--- config.mk ---
export PLATFORM = sky130hd
export DESIGN_NAME = reload_timer
export DESIGN_NICKNAME = d
export VERILOG_FILES = /design/src/rtl/rtmr_pkg.sv /design/src/rtl/rtmr_prescaler.sv /design/src/rtl/rtmr_rate_tap.sv /design/src/rtl/rtmr_counter.sv /design/src/rtl/reload_timer.sv
export SDC_FILE = /design/constraint.sdc
export NUM_CORES = 1
export LEC_CHECK = 0
export BUFFER_PORTS_ARGS = -buffer_cell sky130_fd_sc_hd__buf_2
export CORE_UTILIZATION = 57
export CTS_CLUSTER_SIZE = 28
export DETAILED_ROUTE_END_ITERATION = 10
export PLACE_DENSITY_LB_ADDON = 0.2
export SLEW_MARGIN = 15
export SYNTH_ARGS = -nofsm -noshare
export SYNTH_HDL_FRONTEND = slang
export SYNTH_HIERARCHICAL = 1
export SYNTH_SLANG_ARGS = --single-unit
--- constraint.sdc ---
create_clock -name clk_i -period 2.5 [get_ports clk_i]
set_clock_uncertainty 0.15 [all_clocks]
set_input_delay 0.375 -clock clk_i [delete_from_list [all_inputs] [get_ports clk_i]]
set_output_delay 0.375 -clock clk_i [all_outputs]
set_load 0.03 [all_outputs]
--- src/rtl/rtmr_pkg.sv ---
package rtmr_pkg;
  localparam int unsigned DATA_W = 8;
  localparam int unsigned N_RATES = 4;

  typedef enum logic [1:0] {
    REG_DIV = 2'd0,
    REG_CNT = 2'd1,
    REG_MOD = 2'd2,
    REG_CTL = 2'd3
  } reg_sel_e;

  // Number of low prescaler bits that must all be one for a step at each rate.
  function automatic int unsigned rate_bits(input int unsigned sel);
    case (sel)
      0:       return 10;
      1:       return 4;
      2:       return 6;
      default: return 8;
    endcase
  endfunction
endpackage

--- src/rtl/rtmr_prescaler.sv ---
module rtmr_prescaler #(
  parameter int unsigned W = 16
) (
  input  logic         clk_i,
  input  logic         rst_ni,
  input  logic         tick_i,
  input  logic         clear_i,
  output logic [W-1:0] count_o
);
  always_ff @(posedge clk_i or negedge rst_ni) begin
    if (!rst_ni)      count_o <= '0;
    else if (clear_i) count_o <= '0;
    else if (tick_i)  count_o <= count_o + 1'b1;
  end

  a_r3_clear_zero: assert property (@(posedge clk_i) disable iff (!rst_ni)
    clear_i |=> count_o == '0);

  a_r2_hold_no_tick: assert property (@(posedge clk_i) disable iff (!rst_ni)
    (!tick_i && !clear_i) |=> $stable(count_o));
endmodule

--- src/rtl/rtmr_rate_tap.sv ---
module rtmr_rate_tap #(
  parameter int unsigned W = 16
) (
  input  logic         tick_i,
  input  logic         run_i,
  input  logic [1:0]   sel_i,
  input  logic [W-1:0] count_i,
  output logic         step_o
);
  import rtmr_pkg::*;

  logic [N_RATES-1:0] wrap;

  for (genvar g = 0; g < N_RATES; g++) begin : g_tap
    localparam int unsigned NB = rate_bits(g);
    assign wrap[g] = &count_i[NB-1:0];
  end

  assign step_o = tick_i & run_i & wrap[sel_i];
endmodule

--- src/rtl/rtmr_counter.sv ---
module rtmr_counter #(
  parameter int unsigned W = 8
) (
  input  logic         clk_i,
  input  logic         rst_ni,
  input  logic         step_i,
  input  logic         cnt_we_i,
  input  logic         mod_we_i,
  input  logic [W-1:0] wdata_i,
  output logic [W-1:0] cnt_o,
  output logic [W-1:0] mod_o,
  output logic         ovf_o
);
  localparam logic [W-1:0] CNT_MAX = '1;

  logic at_max;
  assign at_max = (cnt_o == CNT_MAX);

  always_ff @(posedge clk_i or negedge rst_ni) begin
    if (!rst_ni) begin
      cnt_o <= '0;
      ovf_o <= 1'b0;
    end else begin
      ovf_o <= step_i & ~cnt_we_i & at_max;
      if (cnt_we_i)    cnt_o <= wdata_i;
      else if (step_i) cnt_o <= at_max ? mod_o : cnt_o + 1'b1;
    end
  end

  always_ff @(posedge clk_i or negedge rst_ni) begin
    if (!rst_ni)       mod_o <= '0;
    else if (mod_we_i) mod_o <= wdata_i;
  end

  a_r6_reload_value: assert property (@(posedge clk_i) disable iff (!rst_ni)
    ovf_o |-> cnt_o == $past(mod_o));

  a_r6_single_pulse: assert property (@(posedge clk_i) disable iff (!rst_ni)
    ovf_o |=> !ovf_o);

  a_r7_write_wins: assert property (@(posedge clk_i) disable iff (!rst_ni)
    cnt_we_i |=> (cnt_o == $past(wdata_i)) && !ovf_o);

  a_r5_hold_idle: assert property (@(posedge clk_i) disable iff (!rst_ni)
    (!step_i && !cnt_we_i) |=> $stable(cnt_o) && !ovf_o);
endmodule

--- src/rtl/reload_timer.sv ---
module reload_timer #(
  parameter int unsigned  ADDR_W = 16,
  parameter logic [15:0]  BASE   = 16'hFF04,
  parameter int unsigned  PSC_W  = 16
) (
  input  logic              clk_i,
  input  logic              rst_ni,
  input  logic              tick_i,
  input  logic [ADDR_W-1:0] addr_i,
  input  logic              wr_i,
  input  logic              rd_i,
  input  logic [7:0]        wdata_i,
  output logic [7:0]        rdata_o,
  output logic              irq_o
);
  import rtmr_pkg::*;

  localparam int unsigned CTL_W = 3;

  logic             hit;
  reg_sel_e         sel;
  logic [PSC_W-1:0] psc;
  logic [CTL_W-1:0] ctl_q;
  logic [DATA_W-1:0] cnt, modv, div_view, rd_val;
  logic             step, div_we, cnt_we, mod_we, ctl_we;

  assign hit      = (addr_i[ADDR_W-1:2] == BASE[ADDR_W-1:2]);
  assign sel      = reg_sel_e'(addr_i[1:0]);
  assign div_we   = wr_i & hit & (sel == REG_DIV);
  assign cnt_we   = wr_i & hit & (sel == REG_CNT);
  assign mod_we   = wr_i & hit & (sel == REG_MOD);
  assign ctl_we   = wr_i & hit & (sel == REG_CTL);
  assign div_view = psc[PSC_W-1 -: DATA_W];

  rtmr_prescaler #(.W(PSC_W)) u_psc (
    .clk_i   (clk_i),
    .rst_ni  (rst_ni),
    .tick_i  (tick_i),
    .clear_i (div_we),
    .count_o (psc)
  );

  rtmr_rate_tap #(.W(PSC_W)) u_tap (
    .tick_i  (tick_i),
    .run_i   (ctl_q[2]),
    .sel_i   (ctl_q[1:0]),
    .count_i (psc),
    .step_o  (step)
  );

  rtmr_counter #(.W(DATA_W)) u_cnt (
    .clk_i    (clk_i),
    .rst_ni   (rst_ni),
    .step_i   (step),
    .cnt_we_i (cnt_we),
    .mod_we_i (mod_we),
    .wdata_i  (wdata_i),
    .cnt_o    (cnt),
    .mod_o    (modv),
    .ovf_o    (irq_o)
  );

  always_ff @(posedge clk_i or negedge rst_ni) begin
    if (!rst_ni)     ctl_q <= '0;
    else if (ctl_we) ctl_q <= wdata_i[CTL_W-1:0];
  end

  always_comb begin
    unique case (sel)
      REG_DIV: rd_val = div_view;
      REG_CNT: rd_val = cnt;
      REG_MOD: rd_val = modv;
      default: rd_val = {{(DATA_W-CTL_W){1'b1}}, ctl_q};
    endcase
  end

  always_ff @(posedge clk_i or negedge rst_ni) begin
    if (!rst_ni)   rdata_o <= '0;
    else if (rd_i) rdata_o <= hit ? rd_val : '1;
  end

  a_r8_ctl_high_ones: assert property (@(posedge clk_i) disable iff (!rst_ni)
    (rd_i && hit && sel == REG_CTL) |=> rdata_o[7:3] == 5'h1f);

  a_r9_unmapped_ff: assert property (@(posedge clk_i) disable iff (!rst_ni)
    (rd_i && !hit) |=> rdata_o == 8'hff);

  a_r5_stopped_no_irq: assert property (@(posedge clk_i) disable iff (!rst_ni)
    (!ctl_q[2] && !ctl_we) |=> !irq_o);
endmodule

==> summary.txt <==
Status
  – Outcome: complete, but fails checks
  – Failing checks: negative setup slack

Logic synthesis
  – Synthesized net count: 268
  – Top FF cell, synth: dfrtp_1
  – Synth cell types: 52
  – Synthesized area: 2590 sq um
  – Mapped Cells: 237
  – Synth Warn #: 6
  – Commonest cells post-synth: 44 x dfrtp_1, 32 x nor2_1, 14 x a21oi_1, 14 x nand2_1
  – FFs w/ async S/R, synth: 100%
  – Synth area leaders: dfrtp_1 42%, nor2_1 4.6%, mux2_2 3.5%, mux2i_1 3.1%, a21oi_1 2.7%
  – Most numerous cell in the Yosys netlist: dfrtp_1
  – Yosys reg bits: 44
  – Post-synth EDFFs: 0
  – Leading area contributor after synthesis: dfrtp_1
  – Avg Inst Size Synth: 10.9 sq um
  – Sequential share of the synthesized area: 42.5%
  – Post-synth top area share: 42.5%

Worst setup path
  – Slowest stage cell, crit path: or4_4
  – R2R cell count: 7
  – RR Endpoint: u_cnt/cnt_o[3]
  – Reg2reg setup slack: 0.33 ns
  – Crit start category: input pin
  – Top delay family on crit path: simple AND/OR/NAND/NOR gates
  – R2R Path Start: u_psc/count_o[6]
  – Worst path required time: 2.51 ns
  – Crit Path Category: in2reg
  – Critical path's largest stage delay: 0.54 ns
  – Crit-path max FO: 7
  – CP cell instances: buf_6 > or4_4 > nor4_4 > nand2_2 > buf_4 > nor3b_2 > nand2b_4 > nor3_4 > a221oi_2 > o31ai_1
  – Buf+Inv Stages, Crit Path: 2
  – Arrival time worst endpoint: 2.55 ns
  – CP endpoint kind: flip-flop

Floorplanning
  – Die Ht: 69.4 um
  – IO Pins: 38
  – Total die area: 4820 sq um
  – Rows: 24
  – Core area: 4350 sq um
  – Starting Density: 59.5%
  – Die Wd: 69.4 um

Layout
  – Total inserted antenna cells: 0
  – Final net count: 321
  – Ratio of cells with drive above 1 in the final layout: 37.5%
  – Area growth, synth to finish: 17.6%

Route
  – WL final: 5.69 mm
  – Iter 0 DRT Violations: 164
  – Routed WL per cell: 16.7 um
  – Met1 Routed Length: 2.61 mm
  – TritonRoute pass-1 iters: 4
  – Routed met2 length: 2.72 mm
  – Vias: 1,974
  – Top layer in use: met4
  – DRC Markers: 0
  – Vias per inst: 5.81
  – Routed Antenna Nets: 0
  – DR WL met3: 274 um

Clock tree
  – Largest buffer count on any clock path: 2
  – Skew-Pair Late Insertion Delay: 0.29 ns
  – CTS buffer count: 5
  – CTS clk-pin slew, worst paths: 0.07 ns
  – CTS tree: built
  – CTS Root Cell: clkbuf_8
  – Clock Sinks: 44
  – H-tree depth: 2

Hold path
  – Hold path cells: 3
  – Min-Delay Endpoint: u_cnt/cnt_o[6]
  – HP Class: in2reg
  – Worst Min Path Start: wdata_i[6]

STA
  – F_max: 394 MHz
  – Final Max Tran Viols: 0
  – Fin crit period: 2.54 ns
  – Unrepaired setup endpoints after global routing: true
  – Period utilization: 102%
  – Hold Vio Cnt, Final: 0
  – Setup_tns: -0.0712 ns
  – Slew @ Worst Pin: 0.439 ns
  – Setup-failing EPs final: 3
  – Worst hold margin: 0.162 ns
  – Rel. slew slack: 70.6%
  – Final WS setup: -0.0390 ns

Power
  – Pwr per Cell Area: 475 nW/um^2
  – Standby leakage power: 1.32 nW
  – Total power: 1.45 mW
  – VDD IR-drop max: 432 uV

Global route
  – Gr usage total: 25.1%
  – Global-route wire length before repair: 9.41 mm
  – Global route total overflow: 0
  – Vias in the first global route: 1,924
  – Largest net degree at the start of global routing: 21
  – Initial antenna violation count: 0

Place
  – Routability cong.: 0.844
  – Final HPWL DP: 4.25 mm
  – IO Port Bufs: 37

Flow run
  – Max Cap Violations: 0
## worst reg2reg max path, delay by kind of cell (launching register included)
family / cells / cell delay, ns
flops: 1 / 0.47
compound gates: 4 / 0.79
simple gates: 3 / 0.67
## registers in the layout, summed over array words and instances, names as in the netlist
name           flops
ctl_q              3
u_cnt/ovf_o        1
u_psc/count_o     16
rdata_o            8
u_cnt/cnt_o        8
u_cnt/mod_o        8
## per-layer routing
metal | vias up | track usage (%)
met2 | 52 | 39.8
li1 | 962 | -
met3 | 9 | 4.22
met4 | 0 | 8.16
met1 | 951 | 35.4
met5 | - | 0
## metrics by stage
step                setup WS [ns]  instance area [sq um]  cells  utilization (%)
floorplan                  -0.218                   2620    237                -
global placement           -0.315                   2920    331             67.1
detailed placement         -0.369                   2920    331             67.1
CTS                       0.00629                   3040    339             69.8
global route              -0.0801                   3050    340             70.0
finish                    -0.0390                   3050    340             70.0
## placed cells by master, fill, tap and decap left out, types with 3 or more instances in the layout
cell	Yosys	layout
o31ai_1	3	3
nor4_2	4	4
mux2_2	8	8
buf_4	2	18
inv_1	4	4
nand4_1	6	6
mux2_4	4	4
o21ai_0	7	7
mux2i_1	8	8
a221oi_2	0	4
mux4_2	3	3
nor3_1	4	3
or3_1	3	3
a31oi_1	5	5
xnor2_1	8	8
nor2_1	32	32
xor2_1	6	6
a21oi_1	14	14
nand2_1	14	13
buf_2	3	36
nor3b_1	5	4
nand3_1	5	5
clkbuf_8	1	5
dfrtp_1	44	44
## report_power, final
group	switching [mW]	total, mW	internal [mW]
Sequential	0.0843	0.850	0.766
Combinational	0.113	0.205	0.0919
Clock	0.213	0.393	0.180
## worst max path at each step
stage,to,startpoint,slack (ns),cells past startpoint
floorplan,u_psc/count_o[15],addr_i[5],-0.22,9
global placement,u_psc/count_o[15],addr_i[5],-0.32,9
detailed placement,u_psc/count_o[15],addr_i[5],-0.37,9
CTS,u_psc/count_o[15],addr_i[5],0.006,9
global route,u_psc/count_o[15],addr_i[5],-0.08,9
finish,u_cnt/cnt_o[3],addr_i[5],-0.04,10
## cell type report
class | instances | area (sq um)
timing repair buffer | 58 | 368
multi-input combinational | 177 | 1430
tap | 52 | 65.1
fill | 327 | 1310
sequential | 44 | 1100
inverter | 4 | 15.0
clock buffer | 5 | 68.8
## repair_timing
| action | 4_1_cts | 5_1_grt |
|---|---|---|
| hold endpoints to repair | 14 | 0 |
| pin swaps | 0 | 1 |
| endpoints found under the setup margin | 2 | 5 |
| gates resized for setup | 5 | 0 |
| buffers inserted | 2 | 1 |
| hold buffers | 1 | 0 |
## kinds of logic after synthesis
| logic type | Yosys count | share of synthesized area, % |
|---|---|---|
| and+or+nand+nor | 97 | 25.1 |
| adders and majority gates | 2 | 0.966 |
| xor gates and xnor gates | 14 | 4.73 |
| DFF | 44 | 42.5 |
| muxes | 24 | 11.9 |
| AOI/OAI and AO/OA | 40 | 10.8 |
| buffers and inverters | 16 | 4.06 |
Note: power is estimated with default switching activity, not from simulation.
